==> src/rtl/gpio_cond_irq.sv <==
module gpio_cond_irq #(
  parameter int N  = 16,
  parameter int AW = 7
) (
  input  logic          clk,
  input  logic          rst_n,
  input  logic          bus_wr,
  input  logic [AW-1:0] bus_addr,
  input  logic [31:0]   bus_wdata,
  output logic [31:0]   bus_rdata,
  input  logic [N-1:0]  pin_in,
  output logic [N-1:0]  pin_out,
  output logic [N-1:0]  pin_oe,
  output logic [N-1:0]  pin_pull,
  output logic [N-1:0]  pin_drive,
  output logic [N-1:0]  irq
);
  localparam int IW = AW - 2;
  localparam logic [IW-1:0] W_IN   = IW'(0);
  localparam logic [IW-1:0] W_IEN  = IW'(1);
  localparam logic [IW-1:0] W_OEN  = IW'(2);
  localparam logic [IW-1:0] W_OUT  = IW'(3);
  localparam logic [IW-1:0] W_PULL = IW'(4);
  localparam logic [IW-1:0] W_DRV  = IW'(5);
  localparam logic [IW-1:0] W_AFE  = IW'(14);
  localparam logic [IW-1:0] W_AFS  = IW'(15);
  localparam logic [IW-1:0] W_XOR  = IW'(16);

  logic [IW-1:0] idx;
  logic [N-1:0]  wd;
  assign idx = bus_addr[AW-1:2];
  assign wd  = bus_wdata[N-1:0];

  logic unused_bits;
  assign unused_bits = ^{bus_addr[1:0], bus_wdata};

  logic [N-1:0] in_en, out_en, out_val, pull, drv, af_en, af_sel, oxor;
  logic [N-1:0] ie [4];
  logic [N-1:0] ip [4];
  logic [N-1:0] cond [4];
  logic [N-1:0] s1, s2, prv;
  logic [1:0]   warm;

  always_ff @(posedge clk or negedge rst_n) begin
    if (!rst_n) begin
      s1 <= '0; s2 <= '0; prv <= '0; warm <= '0;
    end else begin
      s1 <= pin_in; s2 <= s1; prv <= s2;
      if (warm != 2'd3) warm <= warm + 2'd1;
    end
  end

  always_comb begin
    cond[0] = (warm == 2'd3) ? (s2 & ~prv) : '0;
    cond[1] = (warm == 2'd3) ? (~s2 & prv) : '0;
    cond[2] = warm[1] ? s2  : '0;
    cond[3] = warm[1] ? ~s2 : '0;
  end

  always_ff @(posedge clk or negedge rst_n) begin
    if (!rst_n) begin
      in_en <= '0; out_en <= '0; out_val <= '0; pull <= '0;
      drv <= '0; af_en <= '0; af_sel <= '0; oxor <= '0;
    end else if (bus_wr) begin
      case (idx)
        W_IEN:  in_en   <= wd;
        W_OEN:  out_en  <= wd;
        W_OUT:  out_val <= wd;
        W_PULL: pull    <= wd;
        W_DRV:  drv     <= wd;
        W_AFE:  af_en   <= wd;
        W_AFS:  af_sel  <= wd;
        W_XOR:  oxor    <= wd;
        default: ;
      endcase
    end
  end

  always_ff @(posedge clk or negedge rst_n) begin
    if (!rst_n) begin
      for (int c = 0; c < 4; c++) begin
        ie[c] <= '0;
        ip[c] <= '0;
      end
    end else begin
      for (int c = 0; c < 4; c++) begin
        if (bus_wr && idx == IW'(6 + 2*c)) ie[c] <= wd;
        ip[c] <= (ip[c] & ~((bus_wr && idx == IW'(7 + 2*c)) ? wd : '0)) | cond[c];
      end
    end
  end

  assign irq       = (ip[0] & ie[0]) | (ip[1] & ie[1]) | (ip[2] & ie[2]) | (ip[3] & ie[3]);
  assign pin_out   = out_val ^ oxor;
  assign pin_oe    = out_en;
  assign pin_pull  = pull;
  assign pin_drive = drv;

  logic [N-1:0] rd_n;
  always_comb begin
    rd_n = '0;
    case (idx)
      W_IN:   rd_n = s2 & in_en;
      W_IEN:  rd_n = in_en;
      W_OEN:  rd_n = out_en;
      W_OUT:  rd_n = out_val;
      W_PULL: rd_n = pull;
      W_DRV:  rd_n = drv;
      W_AFE:  rd_n = af_en;
      W_AFS:  rd_n = af_sel;
      W_XOR:  rd_n = oxor;
      default: ;
    endcase
    for (int c = 0; c < 4; c++) begin
      if (idx == IW'(6 + 2*c)) rd_n = ie[c];
      if (idx == IW'(7 + 2*c)) rd_n = ip[c];
    end
  end
  assign bus_rdata = 32'(rd_n);

  for (genvar g = 0; g < 4; g++) begin : g_pend_chk
    assert_pend_sticky_R7: assert property (@(posedge clk) disable iff (!rst_n)
      !(bus_wr && idx == IW'(7 + 2*g)) |=> (($past(ip[g]) & ~ip[g]) == '0));
  end

  assert_high_source_R5: assert property (@(posedge clk) disable iff (!rst_n)
    ((ip[2] & ~$past(ip[2]) & ~prv) == '0));

  assert_irq_level_R9: assert property (@(posedge clk) disable iff (!rst_n)
    !bus_wr |=> (($past(irq) & ~irq) == '0));

  assert_unmapped_read_R10: assert property (@(posedge clk) disable iff (!rst_n)
    (idx > W_XOR) |-> (bus_rdata == 32'd0));

  assert_unmapped_write_R10: assert property (@(posedge clk) disable iff (!rst_n)
    (bus_wr && idx > W_XOR) |=>
      $stable({in_en, out_en, out_val, pull, drv, af_en, af_sel, oxor,
               ie[0], ie[1], ie[2], ie[3]}));
endmodule

==> config.mk <==
export PLATFORM = sky130hd
export DESIGN_NAME = gpio_cond_irq
export DESIGN_NICKNAME = d
export VERILOG_FILES = /design/src/rtl/gpio_cond_irq.sv
export SDC_FILE = /design/constraint.sdc
export NUM_CORES = 1
export LEC_CHECK = 0
export BUFFER_PORTS_ARGS = -buffer_cell sky130_fd_sc_hd__buf_4
export CAP_MARGIN = 20
export CORE_MARGIN = 1.5
export CORE_UTILIZATION = 30
export DETAILED_ROUTE_END_ITERATION = 12
export GPL_TIMING_DRIVEN = 0
export PLACE_DENSITY = 0.54
export REMOVE_ABC_BUFFERS = 1
export SLEW_MARGIN = 0
export SYNTH_ARGS = -nofsm -noshare
export SYNTH_HDL_FRONTEND = slang
export SYNTH_SLANG_ARGS = --single-unit
==> constraint.sdc <==
create_clock -name clk -period 4.2 [get_ports clk]
set_input_delay 1.26 -clock clk [delete_from_list [all_inputs] [get_ports clk]]
set_output_delay 1.26 -clock clk [all_outputs]
set_load 0.01 [all_outputs]
# --- Yosys cells after proc, flatten, opt, wreduce, memory -nomap -nowiden ---
# Cells that the tools add are included.
# W data, S select, Z words.
word_totals:
  out_inout_bits: 112
  inputBits: 58
  register_bits: 306
classes:
  n_reduce_logical: 17
  addsub: 1
  eq_ne: 18
  n_mux: 17
  bitwise: 25
ops:
  columns: ["op", "count"]
  rows:
  - ["$mux W16", 16]
  - ["$and A16 B16 Y16", 11]
  - ["$pmux W16 S9", 1]
  - ["$or A16 B16 Y16", 7]
  - ["$not A16 Y16", 6]
  - ["$eq A5 B4 Y1 const B", 8]
  - ["$eq A5 B3 Y1 const B", 4]
  - ["$reduce_and A2 Y1", 8]
  - ["$xor A16 B16 Y16", 1]
  - ["$eq A5 B2 Y1 const B", 2]
  - ["$logic_and A1 B1 Y1", 8]
  - ["$eq A5 B1 Y1 const B", 1]
  - ["$eq A5 B5 Y1 const B", 1]
  - ["$logic_not A5 Y1", 1]
  - ["$add A2 B1 Y2 const B", 1]
  - ["$eq A2 B2 Y1 const B", 1]
  - ["$ne A2 B2 Y1 const B", 1]

# --- Longest topological paths before layout ---
# Gate-level depths: netlist (run 1).
depth:
  depth_word: 10
  ltp_mapped: 9

# --- Worst setup path after synthesis (run 1) ---
# Ideal clock, no wire load.
synth_timing:
  kind: "input-to-output"
  start: "input port bus_addr[4]"
  end: "output port bus_rdata[7]"
  cell_stages: 8
  t_arrival_ps: 2725
  slack_ps: 215
  path_cell_list: "buf_4 > buf_4 > buf_2 > or3b_2 > a21oi_1 > a2111oi_0 > and3_1 > o21ai_1"
synth_between:
  elab_chain_len: 10
  word_cells_on_any_way: 26
synth_lines:
  columns: ["element", "line", "text"]
  rows:
  - ["start: declaration", "8", "input logic [AW-1:0] bus_addr,"]
  - ["$eq A5 B5 Y1, or another cell as far along", "102", "case (idx)"]
  - ["$pmux W16 S9", "102", null]
  - ["$mux W16", "115", "if (idx == IW'(6 + 2*c)) rd_n = ie[c];"]
  - ["$mux W16", "116", "if (idx == IW'(7 + 2*c)) rd_n = ip[c];"]
  - ["$mux W16", "115", null]
  - ["$mux W16", "116", null]
  - ["$mux W16", "115", null]
  - ["$mux W16", "116", null]
  - ["$mux W16", "115", null]
  - ["$mux W16 (*)", "116", null]
  - ["end: declaration", "10", "output logic [31:0] bus_rdata,"]
# Mark *: on every way between the ends. The rest lies on a longest branch, timed or not.

# --- Worst setup path in the final report (run 1) ---
layout_timing:
  start: "input port bus_addr[3]"
  end: "output port bus_rdata[6]"
# Same word-level chain as after synthesis.

==> results of run 1 <==
power breakdown:
part	total (uW)	leakage [uW]	switching, uW	internal, uW
clock	3290	0.000609	1320	1970
combinational	1590	0.00416	764	824
sequential	3690	0.00360	346	3340
total	8570	0.00837	2430	6140
cells by family after synthesis:
kind of cell	count (synthesis)	share of synthesized area, %
buf+inv	133	4.46
fa+ha+maj	1	0.0858
mux	200	15.4
compound gates	286	15.2
other cells	1	0.0257
flops	306	52.5
xor+xnor	17	1.02
simple gates	308	11.3
cell usage in the layout (no fill, tap or decap), types with 6 or more instances in the layout:
master     synthesis  layout
a32o_1            26      26
nand3_1           21      21
clkbuf_8           0       7
mux2_2           187     187
bufbuf_16          0       7
a2111oi_4          0       7
and3_1            46      36
buf_12             0       7
dfrtp_1          306     305
a22o_1            38      37
nand4_1            6       6
nor2_4             2       7
o211ai_1          29      29
nand2_1          138     137
mux2_1             8       8
clkbuf_16          0      39
clkbuf_1          50       6
inv_1             19      19
and3_4             0      11
conb_1             1      16
buf_16             0      11
nand3b_1           8       8
o221ai_1           7       7
buf_4             27     191
o2bb2ai_1         17      17
nor2_1            21      16
a22oi_1           53      52
xor2_1            16      16
o21ai_0           45      41
clkinv_2           0       7
buf_6              1      11
a21oi_1           16      14
metal layers:
metal	part of all wire, %	vias to the layer above	global-route usage [%]
met4	4.7	0	9.42
met5	0	-	0
met1	42	6076	28.5
met2	46	574	34.6
met3	7.2	155	4.08
li1	-	4981	-
worst paths after layout:
check                                     from             endpoint  slack (ns)  depth (start not counted)
max reg2reg                warm[1]$_DFFE_PN0N_  warm[1]$_DFFE_PN0N_        1.76                          2
min in group asynchronous                rst_n     s1[13]$_DFF_PN0_        0.77                          1
max in group asynchronous                rst_n      s1[3]$_DFF_PN0_        2.34                          2
min                           s1[12]$_DFF_PN0_     s2[12]$_DFF_PN0_        0.35                          0
min reg2reg                   s1[12]$_DFF_PN0_     s2[12]$_DFF_PN0_        0.35                          0
max                                bus_addr[3]         bus_rdata[6]       -0.14                          8
what timing repair did:
action,CTS,global route
buffers inserted,67,9
pin swaps,44,22
endpoints found under the setup margin,16,16
cloned,14,1
resized for setup,111,32
final cells by class:
cell class,count,share of cell area (%)
Timing Repair Buffer,233,12.2
Tap cell,615,4.06
Clock buffer,51,5.65
Clock inverter,14,0.905
Multi-Input combinational cell,832,36.3
Sequential cell,306,40.5
Inverter,20,0.403
Yosys cell counts, drive strengths merged (2+ instances only):
master / n
clkbuf: 52
o2bb2ai: 17
a311oi: 3
a2111oi: 13
o21a: 5
and3b: 2
nand4: 6
and2: 7
dfrtp: 306
o221ai: 7
or3b: 6
inv: 19
nand3b: 8
o211ai: 29
nor3: 5
a31o: 3
nand2b: 4
nand3: 24
and4: 2
xor2: 16
a22oi: 53
nand2: 142
mux2: 195
nor4: 3
a222oi: 5
a21oi: 16
buf: 61
a2111o: 5
nor3b: 9
and3: 46
o21ai: 50
a32oi: 3
nand4b: 2
a32o: 26
nor2b: 9
o22ai: 3
a22o: 38
mux2i: 5
nor2: 25
or4b: 2
nor4bb: 2
metrics by stage:
stage | util [%] | area (um^2) | instances | hold slack, ns
4_1_cts | 39.1 | 18700 | 2061 | 0.348
2_1_floorplan | - | 14100 | 1154 | 0.331
5_1_grt | 39.6 | 18900 | 2071 | 0.353
3_5_place_dp | 33.6 | 16100 | 1915 | 0.335
3_3_place_gp | 33.1 | 15800 | 1904 | 0.335
6_report | 39.6 | 18900 | 2071 | 0.347
worst register-to-register path, cell delays in order (launching register included):
cell and delay, ns:
dfrtp_2 0.95, ha_2 0.96, mux2_2 0.42
==> summary.txt, run 1 <==
Outcome
  – Status: finished with violations
  – Failing checks: negative setup slack

GRT
  – Vias in the first global route: 11,897
  – First-pass GRT wire length: 80.0 mm
  – GRT overflow: 0
  – Largest net degree at the start of global routing: 118
  – Gr usage total: 21.6%
  – Antenna violations before repair: 0

Synth
  – Top_reg_cell synth: dfrtp_1
  – Warning count from the yosys run: 0
  – Dominant cells by area after synthesis: dfrtp_1 (53%), mux2_2 (14%), nand2_1 (3.6%), a22oi_1 (2.7%), a22o_1 (2.3%)
  – Synth Register Bits: 306
  – Sequential share of the synthesized area: 52.5%
  – Number of flops mapped to enable cells by yosys: 0
  – Syn Inst Count: 1,252
  – Top-area cell type share of the netlist area: 52.5%
  – Post-Syn Area: 14,600 um^2
  – Avg Cell Area, Syn: 11.6 um^2
  – Netlist cell types: 77
  – Dominant cell type by area after synthesis: dfrtp_1
  – FFs w/ async S/R, synth: 100%

Timing
  – Setup TNS: -0.407 ns
  – RSZ-0062 raised after global routing: true
  – Fmax: 231 MHz
  – Final setup vio count: 7
  – Post-layout min period: 4.34 ns
  – Max-slew violations: 0
  – Period Utilization, post-route: 103%
  – Final setup margin: -0.135 ns
  – Worst-Margin Slew: 1.20 ns
  – Clock skew: 0.0123 ns
  – Slew HR: 20.2%
  – Final hold violation count: 0

Pwr
  – VDD IR max: 275 uV
  – Power density cells: 452 nW/um^2
  – Lkg Pwr: 0.00837 uW
  – Power Total: 8570 uW

Clocking
  – Clk root buf: clkbuf_16
  – Number of H-tree levels: 2
  – TritonCTS clock tree: done
  – Clk buf depth: 3
  – Clk_lat worst skew: 0.54 ns
  – Hold buffers post-CTS: 0
  – Sink Count: 306
  – Clk pin slew, worst setup/hold paths: 0.06 ns
  – Cts bufs inserted: 36

Die
  – Die area: 49,900 um^2
  – Row cnt: 80
  – Die Ht: 223 um
  – Initial Utilization: 30.5%
  – Die X-Extent: 223 um
  – Boundary Pins: 170
  – Core area: 47,800 um^2

Routing
  – Number of routed nets with antenna violations: 0
  – DRT iter0 DRCs: 1,170
  – Drt total wl: 54.4 mm
  – DRT Pass-1 Iters: 5
  – Wire per inst: 26.3 um
  – Vias: 11,786
  – Remaining DRCs: 0
  – Via/cell ratio: 5.69

Placed design
  – Dpl ws: -1.60 ns
  – RePlAce Congestion: 0.854
  – PortBufs: 135
  – DP Wirelength: 32.5 mm

Setup path
  – Arrival time at the worst endpoint: 3.08 ns
  – CP max FO: 7
  – CP Class: input pin to output pin
  – CP Cell Sequence: buf_16 -> and2_4 -> buf_16 -> and2_4 -> a222oi_1 -> nor4b_2 -> nor2_2 -> buf_4
  – Max stage delay cell, worst path: a222oi_1
  – Worst path required time: 2.94 ns
  – Slowest cell delay on critical path: 0.53 ns
  – CP top delay family: simple AND/OR/NAND/NOR gates
  – Critical Path End Type: output pin
  – Startpoint Class: input pin
  – Worst path bufs/invs: 3

Layout
  – Biggest regs: ie (64), ip (64)
  – Register Area: 7660 um^2
  – FILL cells: 4,568
  – Area Growth Syn to Fin: 29.9%
  – Post-layout net count: 1,488
  – Layout cell share with drive strength beyond 1: 39.4%
  – Area taken by multi-input logic gates: 6870 um^2
  – Diode count: 0

Worst hold path
  – Worst min-delay path class: flop to flop

Job
  – Max-Cap Viols: 0
(Power assumes the default switching activity.)
==> inputs of run 2 (changes only) <==
Settings changed: CORE_UTILIZATION 30 to 56, PLACE_DENSITY 0.54 to 0.84.
==> summary.txt, run 2 (synthesis gave the netlist of run 1 again) <==
Outcome
  – Status: finished with violations
  – Failing checks: negative setup slack

Setup path
  – Startpoint Class: input pin
  – CP Class: input pin to output pin
  – Worst path bufs/invs: 2
  – Worst path required time: 2.94 ns
  – Critical Path End Type: output pin
  – R2R setup slack: 1.77 ns
  – Max stage delay cell, worst path: o21ai_0
  – Arrival time at the worst endpoint: 3.24 ns
  – R2R Path Start: warm[1]$_DFFE_PN0N_
  – CP top delay family: simple AND/OR/NAND/NOR gates
  – Slowest cell delay on critical path: 0.54 ns
  – Worst reg2reg path depth: 4
  – FF-to-FF End: ip[55]$_DFF_PN0_
  – CP Cell Sequence: bufbuf_16 -> o21ai_0 -> nand3_1 -> nor4b_2 -> nor2_1 -> buf_4
  – CP max FO: 26

Die
  – Die X-Extent: 164 um
  – Die area: 27,000 um^2
  – Die Ht: 164 um
  – Initial Utilization: 57.5%
  – Core area: 25,300 um^2
  – Row cnt: 58
  – Boundary Pins: 170

Layout
  – Commonest non-fill, non-tap cell in the layout: dfrtp_1
  – Layout cell share with drive strength beyond 1: 36.5%
  – Post-layout net count: 1,458
  – Final Non-Filler Cells: 1,750
  – Most frequent cells in the layout: dfrtp_1 (306), mux2_2 (187), buf_4 (172)
  – Area Growth Syn to Fin: 23.0%
  – Post-route cell area: 17,900 um^2
  – Final Core Density: 70.8%
  – Biggest regs: ie (64), ip (64)
  – Diode count: 0

Worst hold path
  – Hold Path Depth: 0
  – Hold Path Origin: s1[5]$_DFF_PN0_
  – Hold EP: s2[5]$_DFF_PN0_
  – Worst min-delay path class: flop to flop

Timing
  – Clock skew: 0.0246 ns
  – Final setup margin: -0.299 ns
  – Max-slew violations: 0
  – Final setup vio count: 11
  – RSZ-0062 raised after global routing: true
  – Slew HR: 23.2%
  – Final hold violation count: 0
  – Period Utilization, post-route: 107%
  – Post-layout min period: 4.50 ns
  – Min Hold Slack: 0.347 ns
  – Worst-Margin Slew: 1.15 ns
  – Fmax: 222 MHz

Placed design
  – Post-Place Cell Area: 15,700 um^2
  – DP Wirelength: 27.7 mm
  – RePlAce Congestion: 0.973
  – PortBufs: 135
  – Cells after DPL: 1,631

Routing
  – Wire per inst: 29.7 um
  – DRT Pass-1 Iters: 8
  – Remaining DRCs: 0
  – Drt total wl: 52.0 mm
  – DRT iter0 DRCs: 2,094
  – Vias: 12,797
  – Via/cell ratio: 7.31
  – Number of routed nets with antenna violations: 0

Clocking
  – Clk buf depth: 3
  – TritonCTS clock tree: done
  – Cts bufs inserted: 34
  – Hold buffers post-CTS: 0
  – Sink Count: 306
  – Number of H-tree levels: 2
  – Clk pin slew, worst setup/hold paths: 0.06 ns
  – Clk_lat worst skew: 0.54 ns
  – Clk root buf: clkbuf_16

Pwr
  – VDD IR max: 404 uV
  – Power density cells: 455 nW/um^2
  – Share of power burned in combinational logic: 19.1%
  – Sw Share: 29.0%
  – Sequential share of power: 45.7%
  – Sw Pwr: 2360 uW
  – Internal Pwr Total: 5800 uW
  – Lkg Pwr: 0.00806 uW
  – Clock power share: 35.2%

GRT
  – First-pass GRT wire length: 72.3 mm
  – Antenna violations before repair: 0
  – Gr usage total: 35.8%
  – Largest net degree at the start of global routing: 123
  – GRT overflow: 0
  – Vias in the first global route: 12,353

Job
  – Max-Cap Viols: 0
run 2: metal layers:
metal  up-vias  wire (um)  track usage [%]  share of wire (%)
met5         -          0                0                  0
met4         0       3720             18.6                7.2
met3       371       8020             11.5                 15
met2      1327      22400             54.0                 43
met1      6182      17900             46.2                 34
li1       4917          -                -                  -
run 2: worst max path at each step:
stage / from / depth (start not counted) / to
after floorplan: bus_addr[3] / 5 / bus_rdata[13]
after global placement: bus_addr[3] / 7 / bus_rdata[12]
after detailed placement: bus_addr[2] / 7 / bus_rdata[7]
after CTS: bus_addr[4] / 9 / bus_rdata[4]
after global routing: bus_addr[6] / 8 / bus_rdata[6]
final: bus_addr[2] / 6 / bus_rdata[6]
run 2: layout make-up:
class                      count  area [um^2]
clock buffer                  49          968
clock inverter                 8         71.3
fill                        1548         7390
inverter                      20         77.6
multi-input combinational    832         6720
sequential                   306         7660
tap                          330          413
timing repair buffer         205         2030
run 2: repair_timing:
| item | 4_1_cts | 5_1_grt |
|---|---|---|
| cloned | 8 | 5 |
| setup buffers | 33 | 15 |
| endpoints found under the setup margin | 16 | 16 |
| resized for setup | 79 | 33 |
| pin swaps | 29 | 12 |
run 2: through the flow:
step           worst slack [ns]  total power (uW)  TNS (ns)
2_1_floorplan            -0.201              4330     -1.22
3_3_place_gp              -2.46              5010   -347.35
3_5_place_dp              -1.31              5100    -17.70
4_1_cts                -0.00356              8000  -0.00383
5_1_grt                  -0.273              8390     -1.06
6_report                 -0.299              8160    -0.748
run 2: power groups by stage:
| stage | Clock (uW) | Sequential, uW | Combinational, uW |
|---|---|---|---|
| after CTS | 2850 | 3680 | 1470 |
| after global placement | 0 | 3690 | 1320 |
| after floorplan | 0 | 3660 | 670 |
| after global routing | 2990 | 3760 | 1640 |
| after detailed placement | 0 | 3720 | 1380 |
| final | 2870 | 3730 | 1560 |
